==> config.mk <==
export PLATFORM = sky130hd
export DESIGN_NAME = seg_xlate
export DESIGN_NICKNAME = d
export VERILOG_FILES = /design/src/rtl/seg_xlate_pkg.sv /design/src/rtl/seg_cfg_regs.sv /design/src/rtl/seg_desc_check.sv /design/src/rtl/seg_xlate.sv
export SDC_FILE = /design/constraint.sdc
export NUM_CORES = 1
export LEC_CHECK = 0
export BUFFER_PORTS_ARGS = -buffer_cell sky130_fd_sc_hd__buf_4
export CAP_MARGIN = 20
export CORE_ASPECT_RATIO = 0.7
export CORE_UTILIZATION = 54
export CTS_CLUSTER_SIZE = 12
export DETAILED_ROUTE_END_ITERATION = 8
export GPL_ROUTABILITY_DRIVEN = 1
export GPL_TIMING_DRIVEN = 0
export PLACE_DENSITY = 0.77
export SLEW_MARGIN = 15
export SYNTH_ARGS = -nofsm -noshare
export SYNTH_HDL_FRONTEND = slang
export SYNTH_SLANG_ARGS = --single-unit
==> constraint.sdc <==
create_clock -name clk -period 2.99 [get_ports clk]
set_input_delay 0.4485 -clock clk [delete_from_list [all_inputs] [get_ports clk]]
set_output_delay 0.4485 -clock clk [all_outputs]
set_load 0.02 [all_outputs]
==> src/rtl/seg_xlate_pkg.sv <==
`timescale 1ns/1ps
package seg_xlate_pkg;

   typedef enum logic [1:0] {
      FLT_NONE    = 2'b00,
      FLT_RANGE   = 2'b01,
      FLT_ABSENT  = 2'b10,
      FLT_ACCESS  = 2'b11
   } flt_e;

   typedef enum logic [1:0] {
      ACC_LOAD  = 2'b00,
      ACC_STORE = 2'b01,
      ACC_EXEC  = 2'b10,
      ACC_RSVD  = 2'b11
   } acc_e;

   typedef enum logic [1:0] {
      ST_IDLE,
      ST_FETCH,
      ST_WAIT,
      ST_RESP
   } st_e;

   localparam int unsigned DESC_FLAG_W = 4;

endpackage

==> src/rtl/seg_cfg_regs.sv <==
`timescale 1ns/1ps
module seg_cfg_regs #(
   parameter int unsigned MA_W  = 12,
   parameter int unsigned LEN_W = 5
) (
   input  logic             clk,
   input  logic             rst_n,
   input  logic             wr_en,
   input  logic             wr_sel,
   input  logic [MA_W-1:0]  wr_data,
   input  logic             busy,
   input  logic             commit,
   output logic [MA_W-1:0]  base_q,
   output logic [LEN_W-1:0] len_q
);

   logic             pend_base_v;
   logic             pend_len_v;
   logic [MA_W-1:0]  pend_base;
   logic [LEN_W-1:0] pend_len;
   logic             wr_base;
   logic             wr_len;

   assign wr_base = wr_en && !wr_sel;
   assign wr_len  = wr_en &&  wr_sel;

   always_ff @(posedge clk) begin
      if (!rst_n) begin
         base_q      <= '0;
         len_q       <= '0;
         pend_base   <= '0;
         pend_len    <= '0;
         pend_base_v <= 1'b0;
         pend_len_v  <= 1'b0;
      end else if (!busy) begin
         if (wr_base) base_q <= wr_data;
         if (wr_len)  len_q  <= wr_data[LEN_W-1:0];
      end else if (commit) begin
         if (wr_base)          base_q <= wr_data;
         else if (pend_base_v) base_q <= pend_base;
         if (wr_len)           len_q  <= wr_data[LEN_W-1:0];
         else if (pend_len_v)  len_q  <= pend_len;
         pend_base_v <= 1'b0;
         pend_len_v  <= 1'b0;
      end else begin
         if (wr_base) begin
            pend_base   <= wr_data;
            pend_base_v <= 1'b1;
         end
         if (wr_len) begin
            pend_len    <= wr_data[LEN_W-1:0];
            pend_len_v  <= 1'b1;
         end
      end
   end

   p_idle_write_r11: assert property (@(posedge clk) disable iff (!rst_n)
      (!busy && wr_base) |=> (base_q == $past(wr_data)));

   p_hold_busy_r11: assert property (@(posedge clk) disable iff (!rst_n)
      (busy && !commit) |=> ($stable(base_q) && $stable(len_q)));

endmodule

==> src/rtl/seg_desc_check.sv <==
`timescale 1ns/1ps
module seg_desc_check
   import seg_xlate_pkg::*;
#(
   parameter int unsigned OFF_W  = 10,
   parameter int unsigned PA_W   = 16,
   parameter int unsigned LIM_W  = OFF_W + 1,
   parameter int unsigned DESC_W = DESC_FLAG_W + LIM_W + PA_W
) (
   input  logic [DESC_W-1:0] desc,
   input  logic [OFF_W-1:0]  off,
   input  logic [1:0]        acc,
   output logic [1:0]        fault,
   output logic [PA_W-1:0]   paddr
);

   localparam int unsigned LIM_LSB  = DESC_FLAG_W;
   localparam int unsigned BASE_LSB = DESC_FLAG_W + LIM_W;

   logic              present;
   logic [2:0]        rights;
   logic [LIM_W-1:0]  seg_len;
   logic [PA_W-1:0]   seg_base;
   logic [PA_W-1:0]   off_pa;
   logic              allowed;
   logic              in_bound;
   flt_e              flt;

   assign present  = desc[0];
   assign rights   = desc[3:1];
   assign seg_len  = desc[LIM_LSB +: LIM_W];
   assign seg_base = desc[BASE_LSB +: PA_W];

   generate
      if (OFF_W >= PA_W) begin : g_off_trunc
         assign off_pa = off[PA_W-1:0];
      end else begin : g_off_ext
         assign off_pa = {{(PA_W-OFF_W){1'b0}}, off};
      end
   endgenerate

   always_comb begin
      unique case (acc_e'(acc))
         ACC_LOAD:  allowed = rights[0];
         ACC_STORE: allowed = rights[1];
         ACC_EXEC:  allowed = rights[2];
         default:   allowed = 1'b0;
      endcase
   end

   assign in_bound = {1'b0, off} < seg_len;

   always_comb begin
      if (!present)                  flt = FLT_ABSENT;
      else if (!allowed || !in_bound) flt = FLT_ACCESS;
      else                           flt = FLT_NONE;
   end

   assign fault = flt;
   assign paddr = (flt == FLT_NONE) ? (seg_base + off_pa) : '0;

endmodule

==> src/rtl/seg_xlate.sv <==
`timescale 1ns/1ps
module seg_xlate
   import seg_xlate_pkg::*;
#(
   parameter int unsigned SEG_W = 4,
   parameter int unsigned OFF_W = 10,
   parameter int unsigned PA_W  = 16,
   parameter int unsigned MA_W  = 12,
   localparam int unsigned LEN_W  = SEG_W + 1,
   localparam int unsigned LIM_W  = OFF_W + 1,
   localparam int unsigned DESC_W = DESC_FLAG_W + LIM_W + PA_W
) (
   input  logic              clk,
   input  logic              rst_n,
   input  logic              cfg_we,
   input  logic              cfg_sel,
   input  logic [MA_W-1:0]   cfg_wdata,
   input  logic              req_valid,
   output logic              req_ready,
   input  logic [SEG_W-1:0]  req_seg,
   input  logic [OFF_W-1:0]  req_off,
   input  logic [1:0]        req_acc,
   output logic              rsp_valid,
   output logic [1:0]        rsp_fault,
   output logic [PA_W-1:0]   rsp_paddr,
   output logic              mem_req_valid,
   input  logic              mem_req_ready,
   output logic [MA_W-1:0]   mem_req_addr,
   input  logic              mem_rsp_valid,
   input  logic [DESC_W-1:0] mem_rsp_data
);

   generate
      if (SEG_W < 1 || OFF_W < 1 || PA_W < 1) begin : g_bad_width
         $error("seg_xlate: SEG_W, OFF_W and PA_W must be at least 1");
      end
      if (MA_W < LEN_W) begin : g_bad_ma
         $error("seg_xlate: MA_W must cover the table-length register");
      end
   endgenerate

   st_e               state;
   logic [OFF_W-1:0]  off_q;
   logic [1:0]        acc_q;
   logic [MA_W-1:0]   addr_q;
   logic [1:0]        fault_q;
   logic [PA_W-1:0]   paddr_q;
   logic [MA_W-1:0]   tbl_base;
   logic [LEN_W-1:0]  tbl_len;
   logic              accept;
   logic              in_range;
   logic              busy;
   logic              commit;
   logic [1:0]        chk_fault;
   logic [PA_W-1:0]   chk_paddr;

   assign req_ready = (state == ST_IDLE);
   assign accept    = req_valid && req_ready;
   assign in_range  = {1'b0, req_seg} < tbl_len;
   assign busy      = (state != ST_IDLE);
   assign commit    = (state == ST_RESP);

   seg_cfg_regs #(
      .MA_W  (MA_W),
      .LEN_W (LEN_W)
   ) u_cfg (
      .clk     (clk),
      .rst_n   (rst_n),
      .wr_en   (cfg_we),
      .wr_sel  (cfg_sel),
      .wr_data (cfg_wdata),
      .busy    (busy),
      .commit  (commit),
      .base_q  (tbl_base),
      .len_q   (tbl_len)
   );

   seg_desc_check #(
      .OFF_W  (OFF_W),
      .PA_W   (PA_W),
      .LIM_W  (LIM_W),
      .DESC_W (DESC_W)
   ) u_chk (
      .desc  (mem_rsp_data),
      .off   (off_q),
      .acc   (acc_q),
      .fault (chk_fault),
      .paddr (chk_paddr)
   );

   always_ff @(posedge clk) begin
      if (!rst_n) begin
         state   <= ST_IDLE;
         off_q   <= '0;
         acc_q   <= '0;
         addr_q  <= '0;
         fault_q <= FLT_NONE;
         paddr_q <= '0;
      end else begin
         unique case (state)
            ST_IDLE: begin
               if (accept) begin
                  off_q  <= req_off;
                  acc_q  <= req_acc;
                  addr_q <= tbl_base + MA_W'(req_seg);
                  if (in_range) begin
                     state <= ST_FETCH;
                  end else begin
                     fault_q <= FLT_RANGE;
                     paddr_q <= '0;
                     state   <= ST_RESP;
                  end
               end
            end
            ST_FETCH: begin
               if (mem_req_ready) state <= ST_WAIT;
            end
            ST_WAIT: begin
               if (mem_rsp_valid) begin
                  fault_q <= chk_fault;
                  paddr_q <= chk_paddr;
                  state   <= ST_RESP;
               end
            end
            default: state <= ST_IDLE;
         endcase
      end
   end

   assign rsp_valid     = (state == ST_RESP);
   assign rsp_fault     = fault_q;
   assign rsp_paddr     = paddr_q;
   assign mem_req_valid = (state == ST_FETCH);
   assign mem_req_addr  = addr_q;

   p_req_hold_r4: assert property (@(posedge clk) disable iff (!rst_n)
      (mem_req_valid && !mem_req_ready) |=> (mem_req_valid && $stable(mem_req_addr)));

   p_rsp_pulse_r2: assert property (@(posedge clk) disable iff (!rst_n)
      rsp_valid |=> (!rsp_valid && req_ready));

   p_fault_addr_zero_r9: assert property (@(posedge clk) disable iff (!rst_n)
      (rsp_valid && rsp_fault != 2'b00) |-> (rsp_paddr == '0));

   p_rsp_after_mem_r10: assert property (@(posedge clk) disable iff (!rst_n)
      (mem_rsp_valid && state == ST_WAIT) |=> rsp_valid);

   p_range_fast_r3: assert property (@(posedge clk) disable iff (!rst_n)
      (rsp_valid && rsp_fault == 2'b01) |-> $past(req_ready));

endmodule

Yosys cells after proc, flatten, opt, wreduce, memory -nomap -nowiden
Index checks and enable logic that the tools add are counted.

storage, ports and cells
  word-level logic and storage cells = 85
  output and inout bits = 33
  flip-flop bits (word level) = 80

cells by class
  order comparisons = 2
  muxes and demuxes = 31
  reductions and logical operators = 27
  bitwise logic cells = 1
  add/sub/neg operators = 2
  equal/unequal tests = 10

operators by type and width
  operator                                                         number
  16-bit two-way mux                                               4
  12-bit two-way mux                                               5
  16-bit one-hot mux with 2 select lines                           1
  5-bit two-way mux                                                5
  2-bit two-way mux                                                9
  16-bit by 10-bit adder with 16-bit output                        1
  2-bit nonzero test                                               8
  3-bit AND reduction                                              5
  12-bit by 4-bit adder with 12-bit output                         1
  10-bit by 11-bit < comparator with 1-bit output                  1
  2-bit == test, second input constant                             3
  2-bit zero test                                                  3
  2-bit != test, second input constant                             3
  2-bit one-hot mux with 3 select lines                            1
  2-bit AND reduction                                              3
  4-bit by 5-bit < comparator with 1-bit output                    1
  2-bit by 1-bit == test with 1-bit output, second input constant  2
  1-bit two-way mux                                                4
  2-bit by 1-bit != test with 1-bit output, second input constant  2
  2-bit one-hot mux with 2 select lines                            1
  4-bit AND reduction                                              1
  1-bit logical AND                                                3
  1-bit zero test                                                  3
  1-bit one-hot mux with 3 select lines                            1
  2 further kinds                                                  2

Longest topological paths before layout
Gate-level depths: netlist (run 1).

  depth in word-level cells = 10
  gate-level depth with buffers = 10

By module
From an unflattened synthesis (run 1), not the netlist that was laid out.

unflattened totals
  cells, all modules = 667
  area, all modules = 5376.4 um^2

modules (own cells, without submodules)
  module          area each (um^2)  seq. area each (um^2)  cells an instance  instances
  seg_xlate       2544.9            880.8                  309                1
  seg_cfg_regs    1701.6            720.7                  185                1
  seg_desc_check  1129.8            0.0                    173                1

Least setup slack after synthesis (run 1)
Ideal clock, no wire load.

  kind = input-to-reg
  start point = input port mem_rsp_data[15]
  end point = register paddr_q[14] (netlist: rsp_paddr[14])
  path slack = 0.753 ns
  cell stages on the path = 9
  arrival = 2.151 ns
  required time = 2.904 ns
  cells stage by stage = ha_1 -> inv_1 -> fa_1 -> nand2b_1 -> a2111oi_4 -> o41ai_4 -> nor3_2 -> a21oi_1 -> a221oi_2

on the way
  longest elaborated chain between the ends = 4

RTL lines
  what                                       line                  RTL
  from (decl)                                seg_xlate.sv:30       input logic [DESC_W-1:0] mem_rsp_data
  16-bit by 10-bit adder with 16-bit output  seg_desc_check.sv:60  assign paddr = (flt == FLT_NONE) ? (seg_base + off_pa) : '0;
  16-bit two-way mux                         seg_desc_check.sv:60
  16-bit two-way mux                         seg_xlate.sv:119      if (mem_rsp_valid) begin
  16-bit one-hot mux with 2 select lines     seg_xlate.sv:100      unique case (state)
  to (signal assigned)                       seg_xlate.sv:121      paddr_q <= chk_paddr;
  to (decl)                                  seg_xlate.sv:47       logic [PA_W-1:0] paddr_q;

No other way between the ends. The select of a mux whose other input is x is not followed.
A chain may end at the register's enable or synchronous reset.

Worst setup path in the final report (run 1)
  start point = register state[0]
  end point = register u_cfg.base_q[3]

on the way
  longest elaborated chain between the ends = 3
  elaborated cells between the ends (all ways) = 6

RTL lines
  what                                                           line                              RTL
  from (decl)                                                    seg_xlate.sv:42                   st_e state;
  from (signal assigned)                                         seg_xlate.sv:93                   state <= ST_IDLE;
  from (signal assigned)                                         seg_xlate.sv:107                  state <= ST_FETCH;
  from (signal assigned)                                         seg_xlate.sv:111                  state <= ST_RESP;
  2-bit == test or 2-bit nonzero test (tied branches)            seg_xlate.sv:61, seg_xlate.sv:60
  2-bit != test (no line) or 2-bit nonzero test (tied branches)  --
  3-bit AND reduction (no line)                                  --
  to (signal assigned)                                           seg_cfg_regs.sv:36                if (wr_base) base_q <= wr_data;
  to (signal assigned)                                           seg_cfg_regs.sv:39                if (wr_base) base_q <= wr_data;
  to (signal assigned)                                           seg_cfg_regs.sv:40                else if (pend_base_v) base_q <= pend_base;
  to (decl)                                                      seg_cfg_regs.sv:13                output logic [MA_W-1:0] base_q,

Parallel ways exist; a longest one is shown, timed or not.

==> metrics.txt, run 1 <==
# TYPE chip_impl_metric gauge
chip_impl_info{name="outcome",value="finished clean"} 1
chip_impl_metric{name="hold_depth",unit=""} 3
chip_impl_metric{name="cts-htree-levels",unit=""} 3
chip_impl_metric{name="arrival",unit="ns"} 2.58
chip_impl_metric{name="finClkSkew",unit="ns"} 0.008868
chip_impl_metric{name="place.gp.congestion",unit=""} 0.9198
chip_impl_info{name="hold_path_class",value="in2reg"} 1
chip_impl_metric{name="timing.final.max_slew_violations",unit=""} 0
chip_impl_metric{name="synthesis.area_per_instance",unit="sq um"} 8.473
chip_impl_metric{name="postSynth.asyncResetShare",unit="%"} 0
chip_impl_info{name="yosysMostFrequentCell",value="sky130_fd_sc_hd__dfxtp_1"} 1
chip_impl_metric{name="chipWidth",unit="microns"} 109.8
chip_impl_metric{name="synthesized_area_fraction_occupied_by_ao_oa_aoi_and_oai_cells",unit="%"} 21.72
chip_impl_metric{name="routed_wirelength",unit="microns"} 11530
chip_impl_metric{name="clkLatencyLatePin",unit="ns"} 0.34
chip_impl_metric{name="fp.dieArea",unit="sq um"} 8498
chip_impl_metric{name="grt_remaining_overflow",unit=""} 0
chip_impl_metric{name="worst_hold_margin",unit="ns"} 0.3540
chip_impl_metric{name="detail_route.iter0.violations",unit=""} 237
chip_impl_metric{name="avgViaCountPerCell",unit=""} 5.659
chip_impl_metric{name="final_period_minus_worst_setup_slack",unit="ns"} 2.332
chip_impl_info{name="critical_path_class",value="reg2reg"} 1
chip_impl_metric{name="syn_inst_count",unit=""} 518
chip_impl_info{name="synth.cells.most_frequent",value="80 x sky130_fd_sc_hd__dfxtp_1, 75 x sky130_fd_sc_hd__nand2_1, 54 x sky130_fd_sc_hd__a21oi_1, 46 x sky130_fd_sc_hd__nor2_1, 31 x sky130_fd_sc_hd__ha_1"} 1
chip_impl_metric{name="synth_warnings",unit=""} 0
chip_impl_metric{name="crit_fanout",unit=""} 10
chip_impl_metric{name="worst_endpoint_required_time",unit="ns"} 3.24
chip_impl_metric{name="cts_sinks",unit=""} 80
chip_impl_metric{name="first_global_vias",unit=""} 3732
chip_impl_metric{name="power.density_cell_area",unit="nW/um^2"} 774.3
chip_impl_metric{name="die_y",unit="microns"} 77.43
chip_impl_info{name="crit_path_end_kind",value="flop"} 1
chip_impl_info{name="synth.largest_area_cell",value="sky130_fd_sc_hd__dfxtp_1"} 1
chip_impl_metric{name="drt.antenna.violating_nets",unit=""} 0
chip_impl_metric{name="insertedDiodeCount",unit=""} 0
chip_impl_metric{name="timing.final.crit_share",unit="%"} 78.00
chip_impl_metric{name="cts.repair.resized",unit=""} 0
chip_impl_metric{name="area_growth_syn_to_fin",unit="%"} 25.97
chip_impl_metric{name="worst_setup_hold_path_clk_slew",unit="ns"} 0.06
chip_impl_info{name="synth.top_cells.by_area",value="sky130_fd_sc_hd__dfxtp_1 36%, sky130_fd_sc_hd__ha_1 8.8%, sky130_fd_sc_hd__nand2_1 6.4%, sky130_fd_sc_hd__a21oi_1 6.2%, sky130_fd_sc_hd__mux2i_1 5.2%"} 1
chip_impl_metric{name="starting_density_of_the_core",unit="%"} 55.76
chip_impl_metric{name="netlist_area",unit="sq um"} 4389
chip_impl_metric{name="layout.core_utilization",unit="%"} 70.24
chip_impl_metric{name="cts_made_buffers",unit=""} 9
chip_impl_metric{name="synth.net_count",unit=""} 617
chip_impl_metric{name="hold_violations",unit=""} 0
chip_impl_metric{name="groute.usage.overall",unit="%"} 28.24
chip_impl_metric{name="synth_simple_gate_area_share",unit="%"} 18.24
chip_impl_metric{name="place_inst",unit=""} 715
chip_impl_metric{name="synth.yosys.seq_area_share",unit="%"} 36.49
chip_impl_metric{name="setup_viol_count_final",unit=""} 0
chip_impl_metric{name="post-cts-setup-buffer-count",unit=""} 0
chip_impl_info{name="synth_ff_type",value="sky130_fd_sc_hd__dfxtp_1"} 1
chip_impl_metric{name="post_layout_nonfiller_instances",unit=""} 731
chip_impl_info{name="critical_path_source_type",value="flop"} 1
chip_impl_metric{name="route.detailed.drc",unit=""} 0
chip_impl_metric{name="worst_slew_margin_rel",unit="%"} 54.91
chip_impl_metric{name="dp_hpwl",unit="microns"} 8900
chip_impl_metric{name="max_capacitance_violation_count",unit=""} 0
chip_impl_metric{name="xor_xnor_portion_of_the_synthesized_cell_area",unit="%"} 3.592
chip_impl_metric{name="avgRoutedWirePerCell",unit="microns"} 15.77
chip_impl_metric{name="synth.distinct_cells",unit=""} 54
chip_impl_metric{name="synth_enable_flop_cells",unit=""} 0
chip_impl_metric{name="antenna_violations_before_repair",unit=""} 0
chip_impl_metric{name="post_route_cells_drive_above_1_share",unit="%"} 20.79
chip_impl_metric{name="vias",unit=""} 4137
chip_impl_info{name="rsz0062_at_grt",value="false"} 1
chip_impl_metric{name="core_area",unit="sq um"} 7871
chip_impl_metric{name="worst-r2r-setup-slack",unit="ns"} 0.66
chip_impl_metric{name="floorplan.io_pins",unit=""} 99
chip_impl_metric{name="fin_ws",unit="ns"} 0.6578
chip_impl_metric{name="p_leak",unit="nW"} 2.385
chip_impl_metric{name="yosysTopAreaCellShare",unit="%"} 36.49
chip_impl_metric{name="grt_first_pass_wirelength",unit="microns"} 18280
chip_impl_metric{name="maximum_number_of_pins_on_one_net_before_global_route_repair",unit=""} 13
chip_impl_metric{name="rr_worst_depth",unit=""} 8
chip_impl_metric{name="nNetsFinal",unit=""} 724
chip_impl_metric{name="cts-root-to-sink-buffers",unit=""} 2
chip_impl_info{name="dominant_combinational_cell_family_by_area_after_synthesis",value="compound AO/OA/AOI/OAI gates"} 1
chip_impl_info{name="cts.root.buffer_cell",value="sky130_fd_sc_hd__clkbuf_16"} 1
chip_impl_metric{name="maxClockFrequency",unit="MHz"} 428.8
chip_impl_metric{name="cts_hold_buf",unit=""} 0
chip_impl_metric{name="row_count",unit=""} 27
chip_impl_metric{name="detail_route.first_pass.iterations",unit=""} 5
chip_impl_metric{name="post_synth_mux_area_share",unit="%"} 5.245
chip_impl_metric{name="worst_ir_drop_vdd",unit="V"} 0.0004175
chip_impl_metric{name="setup_tns",unit="ns"} 0
chip_impl_metric{name="portBuffers",unit=""} 96
chip_impl_info{name="cts_tree",value="done"} 1
chip_impl_metric{name="synth_adder_area_share",unit="%"} 9.749
chip_impl_metric{name="max_slew.worst_pin.slew",unit="ns"} 0.6764
chip_impl_metric{name="synth.ff_latch_count",unit=""} 80
chip_impl_metric{name="post-place-ws",unit="ns"} 0.5268
[state kept, by name, summed over array words and instances, names as in the netlist]
register           count
acc_q                  2
off_q                 10
u_cfg.pend_base_v      1
u_cfg.len_q            5
u_cfg.pend_base       12
u_cfg.pend_len_v       1
mem_req_addr          12
rsp_paddr             16
rsp_fault              2
state                  2
u_cfg.base_q          12
u_cfg.pend_len         5
[final timing paths]
check,startpoint,to
setup / recovery,state[0],u_cfg.base_q[3]
hold / removal,req_acc[1],acc_q[1]
setup reg to reg,state[0],u_cfg.base_q[3]
hold reg to reg,rsp_fault[1],rsp_fault[1]
[report_power, final]
group	internal, mW	switching [mW]	total (mW)	leakage (nW)
registers	1.26	0.154	1.42	0.653
logic	0.732	1.03	1.76	1.59
clock network	0.673	0.430	1.10	0.141
total	2.67	1.61	4.28	2.39
[worst max-delay path: stages, from the launching register on]
cell                       delay [ns]
sky130_fd_sc_hd__dfxtp_1         0.41
sky130_fd_sc_hd__inv_1           0.09
sky130_fd_sc_hd__ha_1            0.31
sky130_fd_sc_hd__inv_2           0.16
sky130_fd_sc_hd__nand2_1         0.07
sky130_fd_sc_hd__a21oi_1         0.48
sky130_fd_sc_hd__clkbuf_1        0.42
sky130_fd_sc_hd__nor2_1          0.09
sky130_fd_sc_hd__a211oi_1        0.22
[per-layer routing]
metal	global-route usage, %	share of wire, %
met1	39.90	49
met2	42.01	42
met3	8.403	7.9
met4	6.533	1.1
met5	0	0
[stage by stage]
| step | cell area, sq um | total power [mW] |
|---|---|---|
| global placement | 5236 | 3.123 |
| CTS | 5529 | 4.276 |
| floorplan | 4389 | 2.647 |
| global route | 5529 | 4.527 |
| detailed placement | 5236 | 3.172 |
| finish | 5529 | 4.281 |
[final cells by class]
type	instances	area, sq um
tap	101	126.4
timing repair buffer	96	720.7
fill	642	2342
sequential	80	1602
multi-input combinational	386	2570
clock buffer	14	254.0
buffer	23	108.9
inverter	29	108.9
clock inverter	2	38.79
[cells by family after synthesis]
logic type | Yosys count
AOI/OAI and AO/OA | 138
xor gates and xnor gates | 18
adders and majority gates | 33
buffers and inverters | 52
DFF | 80
muxes | 23
and+or+nand+nor | 174
[placed cells by master, fill, tap and decap left out, types with 13 or more instances in the layout]
cell	count
sky130_fd_sc_hd__mux2i_1	23
sky130_fd_sc_hd__nor2_1	46
sky130_fd_sc_hd__nand2_1	75
sky130_fd_sc_hd__ha_1	31
sky130_fd_sc_hd__nand3_1	13
sky130_fd_sc_hd__a21oi_1	54
sky130_fd_sc_hd__dfxtp_1	80
sky130_fd_sc_hd__buf_4	97
sky130_fd_sc_hd__o21ai_0	22
sky130_fd_sc_hd__inv_1	27
sky130_fd_sc_hd__a211oi_1	24
sky130_fd_sc_hd__clkbuf_1	20
Note: power is estimated with default switching activity, not from simulation.
==> run 2: changes to the inputs <==
--- a/config.mk
+++ b/config.mk
@@ -8,12 +8,12 @@
 export BUFFER_PORTS_ARGS = -buffer_cell sky130_fd_sc_hd__buf_4
 export CAP_MARGIN = 20
 export CORE_ASPECT_RATIO = 0.7
-export CORE_UTILIZATION = 54
+export CORE_UTILIZATION = 49
 export CTS_CLUSTER_SIZE = 12
 export DETAILED_ROUTE_END_ITERATION = 8
 export GPL_ROUTABILITY_DRIVEN = 1
 export GPL_TIMING_DRIVEN = 0
-export PLACE_DENSITY = 0.77
+export PLACE_DENSITY = 0.73
 export SLEW_MARGIN = 15
 export SYNTH_ARGS = -nofsm -noshare
 export SYNTH_HDL_FRONTEND = slang
==> constraint.sdc (replaced) <==
create_clock -name clk -period 1.9 [get_ports clk]
set_input_delay 0.285 -clock clk [delete_from_list [all_inputs] [get_ports clk]]
set_output_delay 0.285 -clock clk [all_outputs]
set_load 0.02 [all_outputs]
==> metrics.txt, run 2 (synthesized netlist as in run 1, its figures left out) <==
# TYPE chip_impl_metric gauge
chip_impl_info{name="outcome",value="complete, but fails checks"} 1
chip_impl_info{name="violations",value="setup timing"} 1
chip_impl_metric{name="dp_hpwl",unit="microns"} 9231
chip_impl_info{name="hold_path.startpoint",value="req_off[4]"} 1
chip_impl_metric{name="critical-path-max-stage-delay",unit="ns"} 0.40
chip_impl_metric{name="vias",unit=""} 4392
chip_impl_metric{name="antenna_violations_before_repair",unit=""} 0
chip_impl_metric{name="cts-root-to-sink-buffers",unit=""} 2
chip_impl_metric{name="p_leak",unit="nW"} 2.600
chip_impl_metric{name="wl_met3",unit="microns"} 970
chip_impl_metric{name="core_area",unit="sq um"} 8583
chip_impl_info{name="worstPathCellList",value="ha_4 > a21o_1 > a2111oi_4 > buf_4 > o21ai_0 > xor2_1 > a32oi_1 > nor2_1"} 1
chip_impl_metric{name="fin_ws",unit="ns"} -0.2919
chip_impl_metric{name="grt_first_pass_wirelength",unit="microns"} 19800
chip_impl_metric{name="avgRoutedWirePerCell",unit="microns"} 17.36
chip_impl_metric{name="maximum_number_of_pins_on_one_net_before_global_route_repair",unit=""} 13
chip_impl_metric{name="die_y",unit="microns"} 81.19
chip_impl_metric{name="layout.filler_cells",unit=""} 671
chip_impl_info{name="critical_path_source_type",value="flop"} 1
chip_impl_metric{name="finClkSkew",unit="ns"} 0.005574
chip_impl_info{name="rsz0062_at_grt",value="true"} 1
chip_impl_info{name="cts.root.buffer_cell",value="sky130_fd_sc_hd__clkbuf_16"} 1
chip_impl_metric{name="detail_route.iter0.violations",unit=""} 343
chip_impl_info{name="beginning_of_the_worst_register_to_register_path",value="off_q[1]"} 1
chip_impl_metric{name="starting_density_of_the_core",unit="%"} 51.14
chip_impl_info{name="cp_slowest_cell",value="sky130_fd_sc_hd__a2111oi_4"} 1
chip_impl_metric{name="max_capacitance_violation_count",unit=""} 0
chip_impl_info{name="worst_r2r_endpoint",value="rsp_paddr[7]"} 1
chip_impl_metric{name="nNetsFinal",unit=""} 747
chip_impl_metric{name="met1Wirelength",unit="microns"} 6163
chip_impl_info{name="most-common-layout-cells",value="115 x sky130_fd_sc_hd__buf_4, 71 x sky130_fd_sc_hd__nand2_1, 68 x sky130_fd_sc_hd__dfxtp_1"} 1
chip_impl_metric{name="route.detailed.drc",unit=""} 0
chip_impl_metric{name="area_growth_syn_to_fin",unit="%"} 40.93
chip_impl_metric{name="post_dp_cell_area",unit="sq um"} 5296
chip_impl_metric{name="power.density_cell_area",unit="nW/um^2"} 1264
chip_impl_metric{name="floorplan.io_pins",unit=""} 99
chip_impl_metric{name="grt_remaining_overflow",unit=""} 0
chip_impl_metric{name="worst_slew_margin_rel",unit="%"} 53.64
chip_impl_metric{name="row_count",unit=""} 28
chip_impl_metric{name="max_slew.worst_pin.slew",unit="ns"} 0.6954
chip_impl_metric{name="cts_hold_buf",unit=""} 0
chip_impl_metric{name="avgViaCountPerCell",unit=""} 5.689
chip_impl_metric{name="detail_route.first_pass.iterations",unit=""} 5
chip_impl_metric{name="groute.usage.overall",unit="%"} 28.06
chip_impl_info{name="mostFrequentLayoutCell",value="sky130_fd_sc_hd__buf_4"} 1
chip_impl_metric{name="timing.final.max_slew_violations",unit=""} 0
chip_impl_metric{name="fp.dieArea",unit="sq um"} 9346
chip_impl_metric{name="cts_made_buffers",unit=""} 9
chip_impl_metric{name="post_route_cells_drive_above_1_share",unit="%"} 34.36
chip_impl_metric{name="worst-r2r-setup-slack",unit="ns"} -0.29
chip_impl_info{name="dr.max_layer_used",value="met4"} 1
chip_impl_metric{name="arrival",unit="ns"} 2.40
chip_impl_metric{name="drt.antenna.violating_nets",unit=""} 0
chip_impl_metric{name="portBuffers",unit=""} 96
chip_impl_metric{name="worst_setup_hold_path_clk_slew",unit="ns"} 0.06
chip_impl_metric{name="routed_wirelength",unit="microns"} 13400
chip_impl_metric{name="chipWidth",unit="microns"} 115.1
chip_impl_metric{name="hold_depth",unit=""} 3
chip_impl_metric{name="maxClockFrequency",unit="MHz"} 456.2
chip_impl_metric{name="worst_hold_margin",unit="ns"} 0.1943
chip_impl_metric{name="insertedDiodeCount",unit=""} 0
chip_impl_info{name="hold_end",value="off_q[4]"} 1
chip_impl_metric{name="place.gp.congestion",unit=""} 0.9135
chip_impl_metric{name="timing.final.crit_share",unit="%"} 115.4
chip_impl_metric{name="cts_sinks",unit=""} 80
chip_impl_metric{name="worst_ir_drop_vdd",unit="V"} 0.0006626
chip_impl_info{name="cts_tree",value="done"} 1
chip_impl_metric{name="final_period_minus_worst_setup_slack",unit="ns"} 2.192
chip_impl_metric{name="worst_endpoint_required_time",unit="ns"} 2.11
chip_impl_metric{name="hold_violations",unit=""} 0
chip_impl_metric{name="first_global_vias",unit=""} 3977
chip_impl_metric{name="rr_worst_depth",unit=""} 8
chip_impl_info{name="crit_path_end_kind",value="flop"} 1
chip_impl_metric{name="postLayoutCellArea",unit="sq um"} 6186
chip_impl_metric{name="largest_register_ff_count",unit=""} 16
chip_impl_metric{name="clkLatencyLatePin",unit="ns"} 0.34
chip_impl_info{name="critical_path_class",value="reg2reg"} 1
chip_impl_metric{name="crit_fanout",unit=""} 4
chip_impl_metric{name="setup_viol_count_final",unit=""} 14
chip_impl_metric{name="cts-htree-levels",unit=""} 3
chip_impl_info{name="hold_path_class",value="in2reg"} 1
chip_impl_metric{name="route.met2.wl",unit="microns"} 5984
## run 2: report_power, final
group | switching (mW) | internal, mW | total [mW] | leakage (nW)
combinational | 1.99 | 1.67 | 3.67 | 1.78
sequential | 0.271 | 2.01 | 2.28 | 0.658
clock | 0.664 | 1.21 | 1.88 | 0.159
## run 2: worst max-delay path by stage
stage,endpoint,slack (ns),from
after detailed placement,rsp_paddr[15],-0.37,mem_rsp_data[18]
final,rsp_paddr[7],-0.29,off_q[1]
after global routing,rsp_paddr[12],-0.29,off_q[0]
after floorplan,rsp_paddr[14],-0.14,off_q[0]
after CTS,rsp_paddr[12],-0.23,off_q[0]
after global placement,rsp_paddr[10],-0.30,mem_rsp_data[15]
## run 2: layout make-up
cell class	instances	area [sq um]	share of cell area [%]
buffer	23	138.9	2.245
timing repair buffer	119	924.6	14.95
clock buffer	12	256.5	4.146
tap	120	150.1	2.427
multi-input combinational	386	2913	47.09
clock inverter	3	65.06	1.052
inverter	29	113.9	1.841
sequential	80	1624	26.25
## run 2: repair_timing
| action | CTS | global route |
|---|---|---|
| cloned | 3 | 1 |
| setup endpoints to repair | 33 | 44 |
| pin swaps | 24 | 21 |
| setup buffers | 14 | 7 |
| resized for setup | 63 | 40 |
## run 2: critical path, delay by kind of cell, from the launching register on
family,cells,cell delay (ns)
AOI/OAI and AO/OA,4,1.03
DFF,1,0.38
adders and majority gates,1,0.21
buffers and inverters,1,0.20
xor gates and xnor gates,1,0.18
and+or+nand+nor,1,0.07
## run 2: per-layer routing
layer  global-route usage, %  vias up
met1                   37.74     2099
met5                       0        -
li1                        -     2087
met2                   44.22      180
met4                   8.182        0
met3                   7.463       26
## run 2: stage by stage
step,cells,power (mW),setup TNS (ns),setup slack (ns),util (%)
floorplan,518,4.220,-0.3947,-0.1427,-
global placement,734,4.980,-5.169,-0.2960,61.71
detailed placement,734,5.071,-7.294,-0.3654,61.71
CTS,766,7.752,-2.170,-0.2322,70.28
global route,772,8.199,-2.625,-0.2923,72.07
finish,772,7.821,-1.647,-0.2919,72.07
